### src/rtl/pwm_dt_pkg.sv
`timescale 1ns/1ps
package pwm_dt_pkg;
  localparam int REG_W   = 32;
  localparam int ADDR_W  = 5;
  localparam int CNT_W   = 16;
  localparam int DIV_W   = 3;
  localparam int LVL_W   = 2;
  localparam int PRE_W   = 10;
  localparam int DIV_LSB = CNT_W;
  localparam int ALV_LSB = DIV_LSB + DIV_W;
  localparam int ILV_LSB = ALV_LSB + LVL_W;
  localparam int ATT_BIT = ILV_LSB + LVL_W;
  localparam int SEL_BIT = ATT_BIT + 1;
  localparam logic [REG_W-1:0] PER_MASK = REG_W'((64'd1 << (SEL_BIT + 1)) - 64'd1);

  typedef enum logic [1:0] {OP_WRITE, OP_SET, OP_CLEAR, OP_TOGGLE} wr_op_e;
  typedef enum logic [LVL_W-1:0] {LVL_REL0, LVL_LOW, LVL_HIGH, LVL_REL3} lvl_e;

  typedef struct packed {
    logic [CNT_W-1:0] riseThr;
    logic [CNT_W-1:0] fallThr;
    logic [CNT_W-1:0] period;
    logic [DIV_W-1:0] divSel;
    lvl_e             actLvl;
    lvl_e             inLvl;
  } cfg_t;

  typedef struct packed {
    logic hold;
    logic attach;
    logic attachFast;
  } strobe_t;

  function automatic logic [REG_W-1:0] applyOp(input logic [REG_W-1:0] cur,
                                                input logic [REG_W-1:0] data,
                                                input wr_op_e op);
    case (op)
      OP_SET:    return cur | data;
      OP_CLEAR:  return cur & ~data;
      OP_TOGGLE: return cur ^ data;
      default:   return data;
    endcase
  endfunction

  function automatic logic [PRE_W-1:0] divLimit(input logic [DIV_W-1:0] sel);
    logic [3:0] sh;
    case (sel)
      3'd5:    sh = 4'd6;
      3'd6:    sh = 4'd8;
      3'd7:    sh = 4'd10;
      default: sh = {1'b0, sel};
    endcase
    return PRE_W'((32'd1 << sh) - 32'd1);
  endfunction
endpackage

### src/rtl/pwm_dt_ctrl.sv
`timescale 1ns/1ps
module pwm_dt_ctrl
  import pwm_dt_pkg::*;
(
  input  logic              clk,
  input  logic              rst_n,
  input  logic              chanEn,
  input  logic              busWr,
  input  logic [ADDR_W-1:0] busAddr,
  input  logic [REG_W-1:0]  busWrData,
  output logic [REG_W-1:0]  busRdData,
  output cfg_t              cfg,
  output strobe_t           strb
);
  logic [REG_W-1:0] thrReg;
  logic [REG_W-1:0] perReg;
  logic             hit;
  logic             selPer;
  wr_op_e           op;

  assign hit    = busWr && (busAddr[1:0] == 2'b00);
  assign selPer = busAddr[4];
  assign op     = wr_op_e'(busAddr[3:2]);

  always_ff @(posedge clk) begin
    if (!rst_n) begin
      thrReg <= '0;
      perReg <= '0;
    end else if (hit) begin
      if (selPer) perReg <= applyOp(perReg, busWrData, op) & PER_MASK;
      else        thrReg <= applyOp(thrReg, busWrData, op);
    end
  end

  assign busRdData = selPer ? perReg : thrReg;

  always_comb begin
    cfg.riseThr = thrReg[CNT_W-1:0];
    cfg.fallThr = thrReg[2*CNT_W-1:CNT_W];
    cfg.period  = perReg[CNT_W-1:0];
    cfg.divSel  = perReg[DIV_LSB +: DIV_W];
    cfg.actLvl  = lvl_e'(perReg[ALV_LSB +: LVL_W]);
    cfg.inLvl   = lvl_e'(perReg[ILV_LSB +: LVL_W]);
    strb.hold       = !chanEn;
    strb.attach     = perReg[ATT_BIT];
    strb.attachFast = perReg[SEL_BIT];
  end

  // reserved bits never become set
  a_r3_reserved_zero: assert property (@(posedge clk) disable iff (!rst_n)
    (perReg & ~PER_MASK) == '0);

  // a set-alias write leaves every written one-bit set
  a_r2_set_alias: assert property (@(posedge clk) disable iff (!rst_n)
    (hit && !selPer && op == OP_SET) |=> ((thrReg & $past(busWrData)) == $past(busWrData)));
endmodule

### src/rtl/pwm_dt_path.sv
`timescale 1ns/1ps
module pwm_dt_path
  import pwm_dt_pkg::*;
(
  input  logic    clk,
  input  logic    rst_n,
  input  cfg_t    cfg,
  input  strobe_t strb,
  input  logic    refSlowClk,
  input  logic    refFastClk,
  output logic    pwmOut,
  output logic    pwmOe
);
  cfg_t             shCfg;
  logic [CNT_W-1:0] cnt;
  logic [PRE_W-1:0] pre;
  logic [PRE_W-1:0] preLim;
  logic             tick;
  logic             wrap;
  logic             isActive;
  lvl_e             curLvl;
  logic             lvlOut;
  logic             lvlOe;

  assign preLim = divLimit(shCfg.divSel);
  assign tick   = pre >= preLim;
  assign wrap   = tick && (cnt >= shCfg.period);

  always_ff @(posedge clk) begin
    if (!rst_n) begin
      cnt   <= '0;
      pre   <= '0;
      shCfg <= '0;
    end else if (strb.hold) begin
      cnt   <= '0;
      pre   <= '0;
      shCfg <= cfg;
    end else begin
      pre <= tick ? '0 : pre + 1'b1;
      if (wrap) begin
        cnt   <= '0;
        shCfg <= cfg;
      end else if (tick) begin
        cnt <= cnt + 1'b1;
      end
    end
  end

  assign isActive = !strb.hold && (cnt > shCfg.riseThr) && !(cnt > shCfg.fallThr);
  assign curLvl   = isActive ? shCfg.actLvl : shCfg.inLvl;

  always_comb begin
    case (curLvl)
      LVL_LOW:  begin lvlOe = 1'b1; lvlOut = 1'b0; end
      LVL_HIGH: begin lvlOe = 1'b1; lvlOut = 1'b1; end
      default:  begin lvlOe = 1'b0; lvlOut = 1'b0; end
    endcase
  end

  always_comb begin
    if (strb.attach) begin
      pwmOe  = 1'b1;
      pwmOut = strb.attachFast ? refFastClk : refSlowClk;
    end else begin
      pwmOe  = lvlOe;
      pwmOut = lvlOut;
    end
  end

  // a held channel has its count at zero one cycle later
  a_r7_hold_zero: assert property (@(posedge clk) disable iff (!rst_n)
    strb.hold |=> (cnt == '0));

  // count never passes the period in use
  a_r4_count_bound: assert property (@(posedge clk) disable iff (!rst_n)
    cnt <= shCfg.period);

  // prescaler stays within its limit
  a_r5_pre_bound: assert property (@(posedge clk) disable iff (!rst_n)
    pre <= preLim);

  // running shadow settings change only at a wrap
  a_r8_shadow_hold: assert property (@(posedge clk) disable iff (!rst_n)
    (!strb.hold && !wrap) |=> $stable(shCfg));

  // forwarding always drives the pin
  a_r9_attach_drives: assert property (@(posedge clk) disable iff (!rst_n)
    strb.attach |-> pwmOe);

  // a released pin carries a zero data value
  a_r6_release_low: assert property (@(posedge clk) disable iff (!rst_n)
    !pwmOe |-> !pwmOut);
endmodule

### src/rtl/pwm_dual_thresh.sv
`timescale 1ns/1ps
module pwm_dual_thresh
  import pwm_dt_pkg::*;
(
  input  logic              clk,
  input  logic              rst_n,
  input  logic              chanEn,
  input  logic              busWr,
  input  logic [ADDR_W-1:0] busAddr,
  input  logic [REG_W-1:0]  busWrData,
  output logic [REG_W-1:0]  busRdData,
  input  logic              refSlowClk,
  input  logic              refFastClk,
  output logic              pwmOut,
  output logic              pwmOe
);
  cfg_t    cfg;
  strobe_t strb;

  pwm_dt_ctrl i_ctrl (
    .clk       (clk),
    .rst_n     (rst_n),
    .chanEn    (chanEn),
    .busWr     (busWr),
    .busAddr   (busAddr),
    .busWrData (busWrData),
    .busRdData (busRdData),
    .cfg       (cfg),
    .strb      (strb)
  );

  pwm_dt_path i_path (
    .clk        (clk),
    .rst_n      (rst_n),
    .cfg        (cfg),
    .strb       (strb),
    .refSlowClk (refSlowClk),
    .refFastClk (refFastClk),
    .pwmOut     (pwmOut),
    .pwmOe      (pwmOe)
  );
endmodule

### config.mk
export PLATFORM = sky130hd
export DESIGN_NAME = pwm_dual_thresh
export DESIGN_NICKNAME = d
export VERILOG_FILES = /design/src/rtl/pwm_dt_pkg.sv /design/src/rtl/pwm_dt_ctrl.sv /design/src/rtl/pwm_dt_path.sv /design/src/rtl/pwm_dual_thresh.sv
export SDC_FILE = /design/constraint.sdc
export NUM_CORES = 1
export LEC_CHECK = 0
export BUFFER_PORTS_ARGS = -buffer_cell sky130_fd_sc_hd__buf_2
export CORE_ASPECT_RATIO = 0.7
export CORE_MARGIN = 2
export CORE_UTILIZATION = 38
export CTS_BUF_LIST = sky130_fd_sc_hd__clkbuf_2
export DETAILED_ROUTE_END_ITERATION = 8
export PLACE_DENSITY = 0.56
export SYNTH_ARGS = -nofsm -noshare
export SYNTH_HDL_FRONTEND = slang
export SYNTH_HIERARCHICAL = 1
export SYNTH_SLANG_ARGS = --single-unit
### constraint.sdc
create_clock -name clk -period 4.2 [get_ports clk]
set_input_delay 0.21 -clock clk [delete_from_list [all_inputs] [get_ports clk]]
set_output_delay 0.21 -clock clk [all_outputs]
set_load 0.02 [all_outputs]
==> summary.txt <==
Post-CTS Setup Bufs = 0
RSZ-0062 raised after global routing = no
headroom to the max-slew limit = 35.0%
Max Buffers Root-to-Sink = 2
count of pins over their slew limit = 0
antenna-violating nets left = 0
slew of the pin with the lowest slew margin = 0.973 ns
WL final = 23,900 um
number of global-route vias before repair = 7,812
DRC = 0
EDFF count, synth = 0
crit share post-route = 87.6%
Top Ports = 77
post-route setup TNS = 0 ns
Root Driver = clkbuf_2
Post-synth top cells = 197 x inv_1, 175 x ha_1, 158 x nand2_1
Hold Violations, Final = 0
Ys Warns = 6
most frequent cell after synthesis = inv_1
status = completed
fraction of layout instances using a drive strength above 1 = 15.0%
critical-path cell list = ha_1 > a211oi_1 > o21bai_1 > a2111oi_0 > o31ai_1 > nor3_2 > mux2_2 > ha_1 > nand2b_1 > buf_2
placer's final routability congestion estimate = 0.819
Avg WL per Cell = 15.2 um
FP Rows = 50
Max Cap Violations = 0
final HPWL from detailed placement = 17,100 um
antenna violations before repair = 1
Die W = 201 um
first-pass GRT wire length = 39,900 um
Post-Syn Area = 10,300 sq um
core box area = 26,700 sq um
pin count of the biggest net entering global routing = 64
Area contributors post-synth = dfxtp_1 27%, ha_1 21%, mux4_2 12%
Synth area leader = dfxtp_1
Setup Skew = 0.0316 ns
Synth Net Count = 1,324
CP max stage delay = 0.51 ns
Overflow after GRT = 0
WP data arrival = 3.47 ns
number of port buffers = 76
CTS tree = yes
Vias/cell = 5.03
via count = 7,916
maximum vdd drop = 0.128 mV
cell repeated most along the worst path = ha_1
non-filler cells, final = 1,573
Pre-antenna DRT Iters = 5
power density over the cells = 223 nW/um^2
Netlist cell types = 51
worst setup path class = register to primary output
top cell type's share of synthesized area = 26.8%
register area share after synthesis = 26.8%
min-delay worst type = input pin to register
Fmax = 0.272 GHz
Post-layout nets = 1,413
clk_lat worst skew = 0.72 ns
1st-iter DRT viols = 414
htree depth = 4
Mapped Avg Cell Area = 9.33 sq um
Tmin final = 3.68 ns
placed cell count = 1,500
startpoint types = register
Synth Register Bits = 138
Top FF cell, synth = dfxtp_1
Worst EP required = 3.99 ns
Mapped Cells = 1,106
final setup vio count = 0
Fillers = 2,701
CTS Buf Count = 17
die area = 28,500 sq um
Setup crit end kind = primary output
Clk pin slew, worst setup/hold paths = 0.21 ns
Leak = 4.96 nW
all-layer global routing usage = 17.4%
CP max-delay cell = dfxtp_1
ys async rst share = 0%
die height = 142 um
clk sink count = 138
Initial Utilization = 38.6%
maximum fanout along the worst path = 7
area delta synth->final = 11.4%
through the flow:
step	power [mW]	hold slack [ns]	area (sq um)	utilization [%]	setup slack [ns]
floorplan	1.72	0.363	10300	-	1.55
global placement	1.80	0.446	10900	40.7	1.21
detailed placement	1.81	0.452	10900	40.7	1.15
CTS	2.60	0.177	11500	43.0	0.271
global route	2.71	0.208	11500	43.0	0.104
finish	2.56	0.278	11500	43.0	0.519
worst max-delay path: cells and delay by family (launching register included):
kind / cells / cell delay [ns]
flip-flops: 1 / 0.51
buffers and inverters: 1 / 0.16
multiplexers: 1 / 0.39
AO/OA/AOI/OAI: 4 / 0.84
AND/OR/NAND/NOR: 2 / 0.32
adder cells (fa/ha/maj): 2 / 0.56
sequential cells by signal (all words and copies together) (netlist names):
name,flops
i_ctrl/perReg,25
i_ctrl/thrReg,32
i_path/cnt,16
i_path/pre,10
i_path/shCfg,55
repair_timing:
action / 4_1_cts / 5_1_grt
endpoints found under the setup margin: 0 / 2
hold buffers: 40 / 0
endpoints found under the hold margin: 85 / 0
gates resized for setup: 0 / 1
cell type report:
type	instances	area, sq um	share of cell area, %
Antenna cell	1	2.50	0.0218
Clock buffer	20	100	0.871
Clock inverter	12	106	0.925
Inverter	197	739	6.43
Multi-Input combinational cell	715	6470	56.3
Sequential cell	138	2760	24.0
Tap cell	364	455	3.96
Timing Repair Buffer	126	861	7.49
layer usage:
metal	global-route usage, %	vias to the layer above	wire, um
li1	-	3964	-
met1	25.2	3819	12600
met2	27.1	123	10200
met3	3.26	10	896
met4	3.35	0	173
met5	0	-	0
final timing paths:
check,start,to,slack (ns),cells after the start
min,busAddr[1],i_ctrl/perReg[23],0.28,4
max reg2reg,i_path/cnt[0],i_path/shCfg[41],1.24,9
min reg2reg,i_path/shCfg[54],i_path/shCfg[54],0.47,2
max,i_path/cnt[13],pwmOe,0.52,10
power by group:
part           internal (mW)  total [mW]  switching (mW)
logic                  0.216       0.455           0.239
registers               1.33        1.35          0.0198
clock network          0.266       0.754           0.488
total                   1.81        2.56           0.747
cell families after synthesis:
group                    synth area share [%]
AND/OR/NAND/NOR                          11.2
XOR/XNOR                                0.764
adder cells (fa/ha/maj)                  21.2
buffers and inverters                    10.7
flip-flops                               26.8
AO/OA/AOI/OAI                            11.2
multiplexers                             18.2
layout by cell type, fill, tap and decap left out, types with 3 or more instances in the layout:
master / count
or4_1: 6
o21a_1: 3
dfxtp_1: 138
xor2_1: 5
a22o_1: 54
nor2b_1: 5
o2bb2ai_1: 4
inv_1: 197
nand4_1: 14
a21o_1: 9
clkinv_1: 6
nand2_1: 158
buf_4: 12
clkinv_2: 3
buf_2: 74
o31ai_1: 6
dlygate4sd3_1: 40
mux2i_1: 58
a21oi_1: 31
clkbuf_2: 20
nand3_1: 11
xnor2_1: 4
mux4_2: 57
ha_1: 175
o21ai_0: 40
and3_1: 3
or3_1: 10
nor2_1: 27
o211ai_1: 3
Power figures use the tool's default switching activity.
